File: src/rtl/inta_pkg.sv
package inta_pkg;
  typedef enum logic [1:0] {
    ST_IDLE       = 2'd0,
    ST_FIRST_RDY  = 2'd1,
    ST_WAIT2      = 2'd2,
    ST_SECOND_RDY = 2'd3
  } ack_state_t;

  localparam logic [7:0] BE_FIRST_DEF  = 8'hEF;
  localparam logic [7:0] BE_SECOND_DEF = 8'hFE;
endpackage

File: src/rtl/inta_decode.sv
module inta_decode #(
  parameter int ADDR_W = 32,
  parameter int ADDR_LO = 3,
  parameter int BE_W = 8,
  parameter logic [BE_W-1:0] BE_FIRST = 8'hEF,
  parameter logic [BE_W-1:0] BE_SECOND = 8'hFE
) (
  input  logic              ads,
  input  logic              cyc_dc,
  input  logic              cyc_mio,
  input  logic              cyc_wr,
  input  logic [BE_W-1:0]   byte_en,
  input  logic [ADDR_W-1:0] addr,
  input  logic              lock,
  output logic              hit_first,
  output logic              hit_second
);
  localparam int HI_W = ADDR_W - ADDR_LO;

  logic type_ok;
  logic addr_ok;
  logic base_ok;

  always_comb begin
    type_ok    = !cyc_dc && !cyc_mio && !cyc_wr;
    addr_ok    = (addr[ADDR_W-1:ADDR_LO] == {HI_W{1'b0}});
    base_ok    = ads && lock && type_ok && addr_ok;
    hit_first  = base_ok && (byte_en == BE_FIRST);
    hit_second = base_ok && (byte_en == BE_SECOND);
  end
endmodule

File: src/rtl/inta_tracker.sv
module inta_tracker
  import inta_pkg::*;
(
  input  logic       clk,
  input  logic       rst,
  input  logic       lock,
  input  logic       hit_first,
  input  logic       hit_second,
  output ack_state_t state,
  output ack_state_t state_nx
);
  always_comb begin
    state_nx = state;
    unique case (state)
      ST_IDLE:       if (hit_first) state_nx = ST_FIRST_RDY;
      ST_FIRST_RDY:  state_nx = ST_WAIT2;
      ST_WAIT2: begin
        if (!lock)           state_nx = ST_IDLE;
        else if (hit_second) state_nx = ST_SECOND_RDY;
      end
      ST_SECOND_RDY: state_nx = ST_IDLE;
      default:       state_nx = ST_IDLE;
    endcase
  end

  always_ff @(posedge clk) begin
    if (rst) state <= ST_IDLE;
    else     state <= state_nx;
  end
endmodule

File: src/rtl/inta_drive.sv
module inta_drive
  import inta_pkg::*;
#(
  parameter int DATA_W = 64,
  parameter int VEC_W = 8
) (
  input  logic              clk,
  input  logic              rst,
  input  ack_state_t        state,
  input  ack_state_t        state_nx,
  input  logic              irq_pending,
  input  logic [VEC_W-1:0]  irq_vector,
  output logic              intr_req,
  output logic              rdy,
  output logic [DATA_W-1:0] data_out,
  output logic              data_oe,
  output logic              ack_pulse
);
  localparam int PAD_W = DATA_W - VEC_W;

  logic [VEC_W-1:0] vec_q;
  logic             take_vec;
  logic             oe_d;

  always_comb begin
    take_vec = (state == ST_IDLE) && (state_nx == ST_FIRST_RDY);
    oe_d     = (state_nx == ST_SECOND_RDY) && (state == ST_WAIT2);
  end

  always_ff @(posedge clk) begin
    if (rst) begin
      vec_q     <= '0;
      intr_req  <= 1'b0;
      rdy       <= 1'b0;
      data_oe   <= 1'b0;
      data_out  <= '0;
      ack_pulse <= 1'b0;
    end else begin
      if (take_vec) vec_q <= irq_vector;
      intr_req  <= irq_pending && (state_nx == ST_IDLE);
      rdy       <= take_vec || oe_d;
      data_oe   <= oe_d;
      data_out  <= oe_d ? {{PAD_W{1'b0}}, vec_q} : '0;
      ack_pulse <= (state == ST_SECOND_RDY);
    end
  end
endmodule

File: src/rtl/inta_responder.sv
module inta_responder
  import inta_pkg::*;
#(
  parameter int ADDR_W = 32,
  parameter int ADDR_LO = 3,
  parameter int BE_W = 8,
  parameter int DATA_W = 64,
  parameter int VEC_W = 8,
  parameter logic [BE_W-1:0] BE_FIRST = BE_FIRST_DEF,
  parameter logic [BE_W-1:0] BE_SECOND = BE_SECOND_DEF
) (
  input  logic              clk,
  input  logic              rst,
  input  logic              ads,
  input  logic              cyc_dc,
  input  logic              cyc_mio,
  input  logic              cyc_wr,
  input  logic [BE_W-1:0]   byte_en,
  input  logic [ADDR_W-1:0] addr,
  input  logic              lock,
  input  logic              irq_pending,
  input  logic [VEC_W-1:0]  irq_vector,
  output logic              intr_req,
  output logic              rdy,
  output logic [DATA_W-1:0] data_out,
  output logic              data_oe,
  output logic              ack_pulse
);
  logic       hit_first;
  logic       hit_second;
  ack_state_t state;
  ack_state_t state_nx;

  inta_decode #(
    .ADDR_W(ADDR_W), .ADDR_LO(ADDR_LO), .BE_W(BE_W),
    .BE_FIRST(BE_FIRST), .BE_SECOND(BE_SECOND)
  ) u_dec (
    .ads(ads), .cyc_dc(cyc_dc), .cyc_mio(cyc_mio), .cyc_wr(cyc_wr),
    .byte_en(byte_en), .addr(addr), .lock(lock),
    .hit_first(hit_first), .hit_second(hit_second)
  );

  inta_tracker u_trk (
    .clk(clk), .rst(rst), .lock(lock),
    .hit_first(hit_first), .hit_second(hit_second),
    .state(state), .state_nx(state_nx)
  );

  inta_drive #(.DATA_W(DATA_W), .VEC_W(VEC_W)) u_drv (
    .clk(clk), .rst(rst), .state(state), .state_nx(state_nx),
    .irq_pending(irq_pending), .irq_vector(irq_vector),
    .intr_req(intr_req), .rdy(rdy), .data_out(data_out),
    .data_oe(data_oe), .ack_pulse(ack_pulse)
  );
endmodule

File: config.mk
export PLATFORM = sky130hd
export DESIGN_NAME = inta_responder
export DESIGN_NICKNAME = d
export VERILOG_FILES = /design/src/rtl/inta_pkg.sv /design/src/rtl/inta_decode.sv /design/src/rtl/inta_tracker.sv /design/src/rtl/inta_drive.sv /design/src/rtl/inta_responder.sv
export SDC_FILE = /design/constraint.sdc
export NUM_CORES = 1
export LEC_CHECK = 0
export ABC_AREA = 1
export BUFFER_PORTS_ARGS = -buffer_cell sky130_fd_sc_hd__buf_4
export CAP_MARGIN = 30
export CORE_UTILIZATION = 35
export CTS_BUF_LIST = sky130_fd_sc_hd__clkbuf_8 sky130_fd_sc_hd__clkbuf_16
export CTS_CLUSTER_DIAMETER = 100
export CTS_CLUSTER_SIZE = 20
export DETAILED_ROUTE_END_ITERATION = 10
export GPL_TIMING_DRIVEN = 0
export PLACE_DENSITY = 0.77
export SETUP_SLACK_MARGIN = 0.2
export SYNTH_ARGS = -nofsm -noshare
export SYNTH_HDL_FRONTEND = slang
export SYNTH_SLANG_ARGS = --single-unit
export TNS_END_PERCENT = 30
File: constraint.sdc
create_clock -name clk -period 1.6 [get_ports clk]
set_input_delay 0.32 -clock clk [delete_from_list [all_inputs] [get_ports clk]]
set_output_delay 0.32 -clock clk [all_outputs]
set_load 0.01 [all_outputs]
==> flow_summary.ini, run 1 <==
[timing]
max_freq_mhz = 771
finalMaxSlewViolations = 0
fin_crit_sh_pct = 81.0
holdWs_ns = 0.257
hold_viol = 0
rsz0062_at_grt = false
setup_viol = 0
setup_slack_ns = 0.304
clock_skew_ns = 0.00563
min_period_ns = 1.30

[detailed_routing]
antenna_left = 0
vias = 1611
remaining_drc_errors = 0
wl_per_cell_um = 8.39
routed_wl_um = 3500
viasPerCell = 3.86
dr.pass1.iters = 4
drt_iter0_drc = 86

[global_routing]
grt-ovfl-total = 0
grt_pass1_wl_um = 5260
grt_pass1_vias = 1398
grtUsageTotal_pct = 13.3
grt_max_degree = 14
antenna_found_initial = 0

[power_and_ir_drop]
design_power_total_w = 0.00140
peakVddDrop_v = 0.000275
p_per_area_nw_per_um2 = 564
p_leak_nw = 1.41

[cells_and_area]
finalNonFillerCells = 417
mostFrequentLayoutCell = buf_4
area_growth_pct = 57.1
n_antenna_cell = 0
nets = 422
final_cell_mix = 124 x buf_4, 56 x conb_1, 54 x nor2_1
layout-drive-gt1-share_pct = 41.1

[worst_setup_path]
cp-start-kind = flop
required_ns = 1.80
cp_max_fo = 9
path_cells = nand2_2, nor2_4, a21oi_4, nor2_2, nand2_2, nor2_4, nand2_4, nor2_1
cpPeakStageDelay_ns = 0.37
crit_type = reg2reg
cp_data_arrival_time_ns = 1.49
cp-end-kind = flop
crit_slowest_cell = dfxtp_2

[clock_tree]
insertion_delay_ns = 0.27
clk_pin_slew_worst_paths_ns = 0.07
cts_max_level = 1
clockRootBuffer = clkbuf_8
cts_tree = yes
cts_buffers = 3
clockBufferDepth = 2
cts_sinks = 22
cts_hold_buf = 0

[die]
start_util_pct = 36.2
dieArea_um2 = 4780
core_area_um2 = 4350
rows = 24
die_w_um = 69.1
boundaryPins = 124
die_h_um = 69.1

[placed_design]
hpwl_um = 2870
gp_congestion = 0.734
pre_cts_ws_ns = -0.0129
dp_cells = 407
portBuffers = 64

[synth]
synthFlopType = dfxtp_1
synth-seq-cells = 22
synth_seq_area_share_pct = 27.9
netlist_instances = 236
yosysWarnings = 0
async_flop_share_pct = 0
synth_edf_count = 0
synthesis.area_um2 = 1580
synth.distinct_cells = 19
synth.avg_cell_area_um2 = 6.68

[hold_path]
min_path_type = in2reg

[outcome]
outcome = completed

[run]
cap_violations = 0
## per-layer routing
metal | global-route usage, % | part of all wire [%] | up-vias
li1 | - | - | 849
met1 | 12.8 | 36 | 686
met2 | 27.6 | 55 | 71
met3 | 1.75 | 7.6 | 5
met4 | 5.22 | 1.1 | 0
met5 | 0 | 0 | -
## per-stage QoR
stage	instance area [µm²]	TNS, ns	utilization [%]
final	2480	0	56.9
after global routing	2480	0	56.9
after CTS	2410	0	55.3
after detailed placement	2330	-0.0129	53.5
after global placement	2330	0	53.5
after floorplan	1780	0	-
## cell type report
| class | count | area, µm² |
|---|---|---|
| Clock inverter | 1 | 30.0 |
| Fill cell | 405 | 1880 |
| Inverter | 34 | 128 |
| Clock buffer | 3 | 41.3 |
| Buffer | 56 | 420 |
| Multi-Input combinational cell | 180 | 818 |
| Sequential cell | 22 | 443 |
| Tap cell | 52 | 65.1 |
| Timing Repair Buffer | 69 | 531 |
## critical path: cells and delay by family (launching register included)
family             cells  cell delay [ns]
AOI/OAI and AO/OA      1             0.11
DFF                    1             0.37
and+or+nand+nor        7             0.75
## logic make-up after synthesis
family / share of synthesized area, %
simple gates: 35.9
buf+inv: 34.8
flops: 27.9
other cells: 0.238
compound gates: 1.19
## timing repair
| action | 4_1_cts | 5_1_grt |
|---|---|---|
| endpoints found under the setup margin | 17 | 16 |
| resized for setup | 1 | 3 |
| gates cloned | 0 | 1 |
| pin swaps | 2 | 3 |
| setup buffers | 1 | 4 |
## report_power, final
part / switching [W] / total (W) / leakage [nW] / internal [W]
Combinational: 0.000142 / 0.000332 / 1.20 / 0.000190
Sequential: 0.000000350 / 0.000549 / 0.178 / 0.000548
Clock: 0.000183 / 0.000517 / 0.0357 / 0.000334
## cells in the mapped netlist, types with 2 or more instances
master	instances	area share [%]
buf_4	56	27
nand4_1	11	4.4
dfxtp_1	22	28
nand2_2	5	2.0
inv_1	32	7.6
nor2_2	4	1.6
nor2_1	54	13
nand2_1	38	9.0
inv_2	2	0.48
nor2_4	3	2.1
## final timing paths
path / start / slack (ns) / endpoint / cells after the start
worst max-delay path: u_trk.state[1]$_SDFF_PP0_ / 0.30 / u_drv.data_out[6]$_SDFF_PP0_ / 8
worst min-delay path: rst / 0.26 / u_trk.state[0]$_SDFF_PP0_ / 2
worst max register to register: u_trk.state[1]$_SDFF_PP0_ / 0.30 / u_drv.data_out[6]$_SDFF_PP0_ / 8
worst min register to register: u_drv.vec_q[0]$_SDFFE_PP0P_ / 0.44 / u_drv.data_out[0]$_SDFF_PP0_ / 2
## sequential cells by signal, indices dropped and copies added (netlist names)
name,count
u_drv.ack_pulse,1
u_drv.rdy,1
u_drv.intr_req,1
u_drv.data_out,8
u_trk.state,2
u_drv.vec_q,8
u_drv.data_oe,1
No activity file was read; power rests on OpenSTA's default activity.
==> run 2: changes to the inputs <==
Settings changed: PLACE_DENSITY 0.77 to 0.79.
Clock period 1.6 ns to 1.1 ns, I/O delays scaled along.
==> run 2 against run 1 <==
The flow now finishes with violations (setup timing). Cell area grew 3.5%. Sequential cell count unchanged. Register-to-register slack worse by 0.52 ns. Wire length decreased by 1.2%. Global-route usage grew 0.26 points. Highest routed layer unchanged.
==> flow_summary.ini, run 2 (synthesized netlist as in run 1, its figures left out) <==
[clock_tree]
cts_buffers = 3
cts_max_level = 1
cts_tree = yes
clockBufferDepth = 2
cts_sinks = 22
clockRootBuffer = clkbuf_8
cts_hold_buf = 0
clk_pin_slew_worst_paths_ns = 0.08
insertion_delay_ns = 0.26

[detailed_routing]
antenna_left = 0
wl_per_cell_um = 8.21
routed_wl_um = 3460
vias = 1579
viasPerCell = 3.75
drt_iter0_drc = 79
dr.pass1.iters = 5
remaining_drc_errors = 0

[worst_setup_path]
cp_max_fo = 9
crit_type = reg2reg
path_delay_family = simple AND/OR/NAND/NOR gates
required_ns = 1.31
cp.buffers_inverters = 0
path_cells = nor2_4, nand2_2, nand2_4, nand2_1, nor2_2, nand2_2, nor2_4, nand2_4, nor2_1
cp-end-kind = flop
crit_slowest_cell = dfxtp_4
cpPeakStageDelay_ns = 0.37
r2r_slack_ns = -0.22
cp_data_arrival_time_ns = 1.53
cp-start-kind = flop

[global_routing]
grt-ovfl-total = 0
grtUsageTotal_pct = 13.6
grt_pass1_wl_um = 5460
grt_max_degree = 13
grt_pass1_vias = 1362
antenna_found_initial = 0

[die]
start_util_pct = 36.2
die_w_um = 69.1
dieArea_um2 = 4780
rows = 24
die_h_um = 69.1
boundaryPins = 124
core_area_um2 = 4350

[timing]
finalMaxSlewViolations = 0
setup_viol = 18
holdWs_ns = 0.150
rsz0062_at_grt = true
min_period_ns = 1.32
max_freq_mhz = 758
hold_viol = 0
clock_skew_ns = 0.00434
fin_crit_sh_pct = 120
setup_slack_ns = -0.220

[cells_and_area]
finalNonFillerCells = 421
layout-drive-gt1-share_pct = 43.9
nets = 426
area_growth_pct = 62.6
final_cell_mix = 117 x buf_4, 56 x conb_1, 52 x nor2_1
top_regs = u_drv.data_out: 8 flops, u_drv.vec_q: 8 flops, u_trk.state: 2 flops
mostFrequentLayoutCell = buf_4
n_antenna_cell = 0

[placed_design]
gp_congestion = 0.703
hpwl_um = 2650
portBuffers = 64
dp_cells = 407

[hold_path]
min_path_type = in2reg

[run]
cap_violations = 0

[outcome]
failed_checks = setup timing
outcome = finished, violations left

[power_and_ir_drop]
p_per_area_nw_per_um2 = 724
p_leak_nw = 1.46
peakVddDrop_v = 0.000382
-- run 2: final timing paths --
kind	depth (start not counted)	start	endpoint
worst min register to register	2	u_drv.vec_q[3]$_SDFFE_PP0P_	u_drv.data_out[3]$_SDFF_PP0_
worst min-delay path	2	rst	u_trk.state[0]$_SDFF_PP0_
worst max register to register	9	u_trk.state[0]$_SDFF_PP0_	u_drv.data_out[4]$_SDFF_PP0_
worst max-delay path	9	u_trk.state[0]$_SDFF_PP0_	u_drv.data_out[4]$_SDFF_PP0_
-- run 2: power breakdown --
group,switching [W],internal (W),leakage [nW]
combinational,0.000208,0.000278,1.25
sequential,0.00000115,0.000793,0.181
clock,0.000256,0.000319,0.0288
-- run 2: cell type report --
type | count | area, µm²
plain buffers | 56 | 420
clock buffers | 4 | 55.1
fillers | 368 | 1790
inverters | 34 | 128
multi-input cells | 180 | 841
flip-flops and latches | 22 | 453
well taps | 52 | 65.1
repair buffers | 73 | 602
-- run 2: what timing repair did --
| action | CTS | global route |
|---|---|---|
| resized for setup | 17 | 8 |
| setup endpoints to repair | 32 | 32 |
| cloned | 1 | 0 |
| pin swaps | 8 | 8 |
| buffers inserted | 4 | 5 |
-- run 2: stage by stage --
step           utilization, %  cell area (µm²)  total power, W  TNS, ns  setup slack, ns
3_5_place_dp             53.6             2340         0.00128    -5.98           -0.356
2_1_floorplan               -             1790         0.00111    -2.71           -0.162
3_3_place_gp             53.6             2340         0.00128    -5.69           -0.340
5_1_grt                  58.9             2560         0.00195    -4.60           -0.290
4_1_cts                  57.2             2490         0.00183    -3.02           -0.195
6_report                 58.9             2560         0.00186    -3.20           -0.220
-- run 2: metal layers --
| layer | GRT usage [%] | wire length [µm] | part of all wire [%] | vias to the layer above |
|---|---|---|---|---|
| met4 | 2.72 | 33 | 0.95 | 0 |
| met3 | 2.19 | 277 | 8.0 | 4 |
| li1 | - | - | - | 860 |
| met1 | 15.9 | 1370 | 39 | 641 |
| met2 | 25.7 | 1780 | 52 | 74 |
| met5 | 0 | 0 | 0 | - |
==> run 3: changes to the inputs <==
Settings changed: SKIP_CTS_REPAIR_TIMING set to 1.
==> run 3 against run 2 <==
The run still ends with setup timing left. Critical path depth unchanged. Maximum frequency down 1.4%. Count of clock-buffer cells in the layout unchanged. Setup slack worse by 0.019 ns. Worst hold slack better by 0.015 ns. Global-route usage down 0.86 points. Wire length down 6.1%. Die area unchanged. Register-to-register slack worse by 0.02 ns. Non-clock buffer count down 5. Cell area down 3.3%. Clock power down 3%.
==> flow_summary.ini, run 3 (synthesized netlist as in run 1, its figures left out) <==
[outcome]
outcome = finished, violations left
failed_checks = setup timing

[worst_setup_path]
crit_top_cell = nand2_4
cp.buffers_inverters = 1
required_ns = 1.29
rr_worst_depth = 9
cp_data_arrival_time_ns = 1.53
cp-end-kind = flop
cp_max_fo = 8
r2r_start = u_trk.state[0]$_SDFF_PP0_
path_cells = nor2_4, nand2_2, nand2_4, nand2_4, nor2_8, nand3_4, nand2_1, inv_1, nor2_1
r2r_slack_ns = -0.24
path_delay_family = simple AND/OR/NAND/NOR gates
cpPeakStageDelay_ns = 0.37
crit_type = reg2reg
cp-start-kind = flop
crit_slowest_cell = dfxtp_4
r2r_end = u_drv.vec_q[6]$_SDFFE_PP0P_

[timing]
finalMaxSlewViolations = 0
clock_skew_ns = 0.000613
fin_crit_sh_pct = 122
setup_slack_ns = -0.238
holdWs_ns = 0.165
rsz0062_at_grt = true
hold_viol = 0
max_freq_mhz = 747
fin_setup_tns_ns = -3.58
setup_viol = 19
min_period_ns = 1.34

[die]
dieArea_um2 = 4780
boundaryPins = 124
start_util_pct = 36.2
die_h_um = 69.1
rows = 24
core_area_um2 = 4350
die_w_um = 69.1

[global_routing]
grt_pass1_vias = 1286
grt_max_degree = 13
grtUsageTotal_pct = 12.7
antenna_found_initial = 0
grt-ovfl-total = 0
grt_pass1_wl_um = 5110

[cells_and_area]
nets = 420
n_antenna_cell = 0
area_growth_pct = 57.3
mostFrequentLayoutCell = buf_4
fill_cells = 387
post-route-util_pct = 57.0
top_regs = u_drv.data_out: 8 flops, u_drv.vec_q: 8 flops, u_trk.state: 2 flops
stdcell_area_um2 = 2480
layout-drive-gt1-share_pct = 42.4
final_cell_mix = 117 x buf_4, 56 x conb_1, 52 x nor2_1
finalNonFillerCells = 415

[power_and_ir_drop]
p_per_area_nw_per_um2 = 740
p_leak_nw = 1.41
peakVddDrop_v = 0.000387

[placed_design]
dp_cells = 407
portBuffers = 64
placed_cell_area_um2 = 2340
gp_congestion = 0.703
hpwl_um = 2650

[detailed_routing]
wl_met1_um = 1300
vias = 1538
viasPerCell = 3.71
dr.pass1.iters = 5
routed_wl_um = 3250
antenna_left = 0
dr_wl_met3_um = 266
met2_wirelength_um = 1670
drt_iter0_drc = 89
top_layer_used = met4
remaining_drc_errors = 0
wl_per_cell_um = 7.82

[clock_tree]
cts_buffers = 3
cts_tree = yes
insertion_delay_ns = 0.25
clockRootBuffer = clkbuf_8
cts_max_level = 1
clockBufferDepth = 2
clk_pin_slew_worst_paths_ns = 0.07
cts_sinks = 22

[run]
cap_violations = 0

[hold_path]
min_path_type = in2reg
min_to = u_trk.state[0]$_SDFF_PP0_
min_path_cells = 2
min_from = rst
[run 3: cell count changes in the layout (fill, tap and decap cells not counted), moves of 2 or more]
cell	before	now
buf_6	11	6
dfxtp_1	16	19
dfxtp_2	4	2
nand2_2	3	5
[run 3: worst max-delay path by stage]
stage | depth (start not counted) | endpoint | from
after floorplan | 9 | u_drv.data_out[0]$_SDFF_PP0_ | u_trk.state[1]$_SDFF_PP0_
after global placement | 10 | u_drv.vec_q[2]$_SDFFE_PP0P_ | addr[10]
after detailed placement | 10 | u_drv.vec_q[2]$_SDFFE_PP0P_ | addr[10]
after CTS | 9 | u_drv.vec_q[2]$_SDFFE_PP0P_ | u_trk.state[1]$_SDFF_PP0_
after global routing | 10 | u_drv.vec_q[6]$_SDFFE_PP0P_ | addr[12]
final | 9 | u_drv.vec_q[6]$_SDFFE_PP0P_ | u_trk.state[0]$_SDFF_PP0_
[run 3: stage by stage]
step,setup slack [ns],total power [W]
floorplan,-0.162,0.00111
global route,-0.340,0.00193
detailed placement,-0.356,0.00128
finish,-0.238,0.00183
global placement,-0.340,0.00128
CTS,-0.350,0.00183
[run 3: final cells by class]
type | count | area, µm² | area share (%)
plain buffers | 56 | 420 | 17.0
multi-input cells | 179 | 820 | 33.0
flip-flops and latches | 22 | 447 | 18.0
inverters | 34 | 128 | 5.15
clock buffers | 4 | 55.1 | 2.22
repair buffers | 68 | 546 | 22.0
well taps | 52 | 65.1 | 2.62
[run 3: routing by layer]
layer	GRT usage, %	up-vias
li1	-	845
met1	15.4	623
met2	23.3	68
met3	2.05	2
met4	2.72	0
met5	0	-
[run 3: power by group]
| group | switching [W] | internal [W] |
|---|---|---|
| registers | 0.000000741 | 0.000795 |
| logic | 0.000202 | 0.000276 |
| clock network | 0.000242 | 0.000318 |
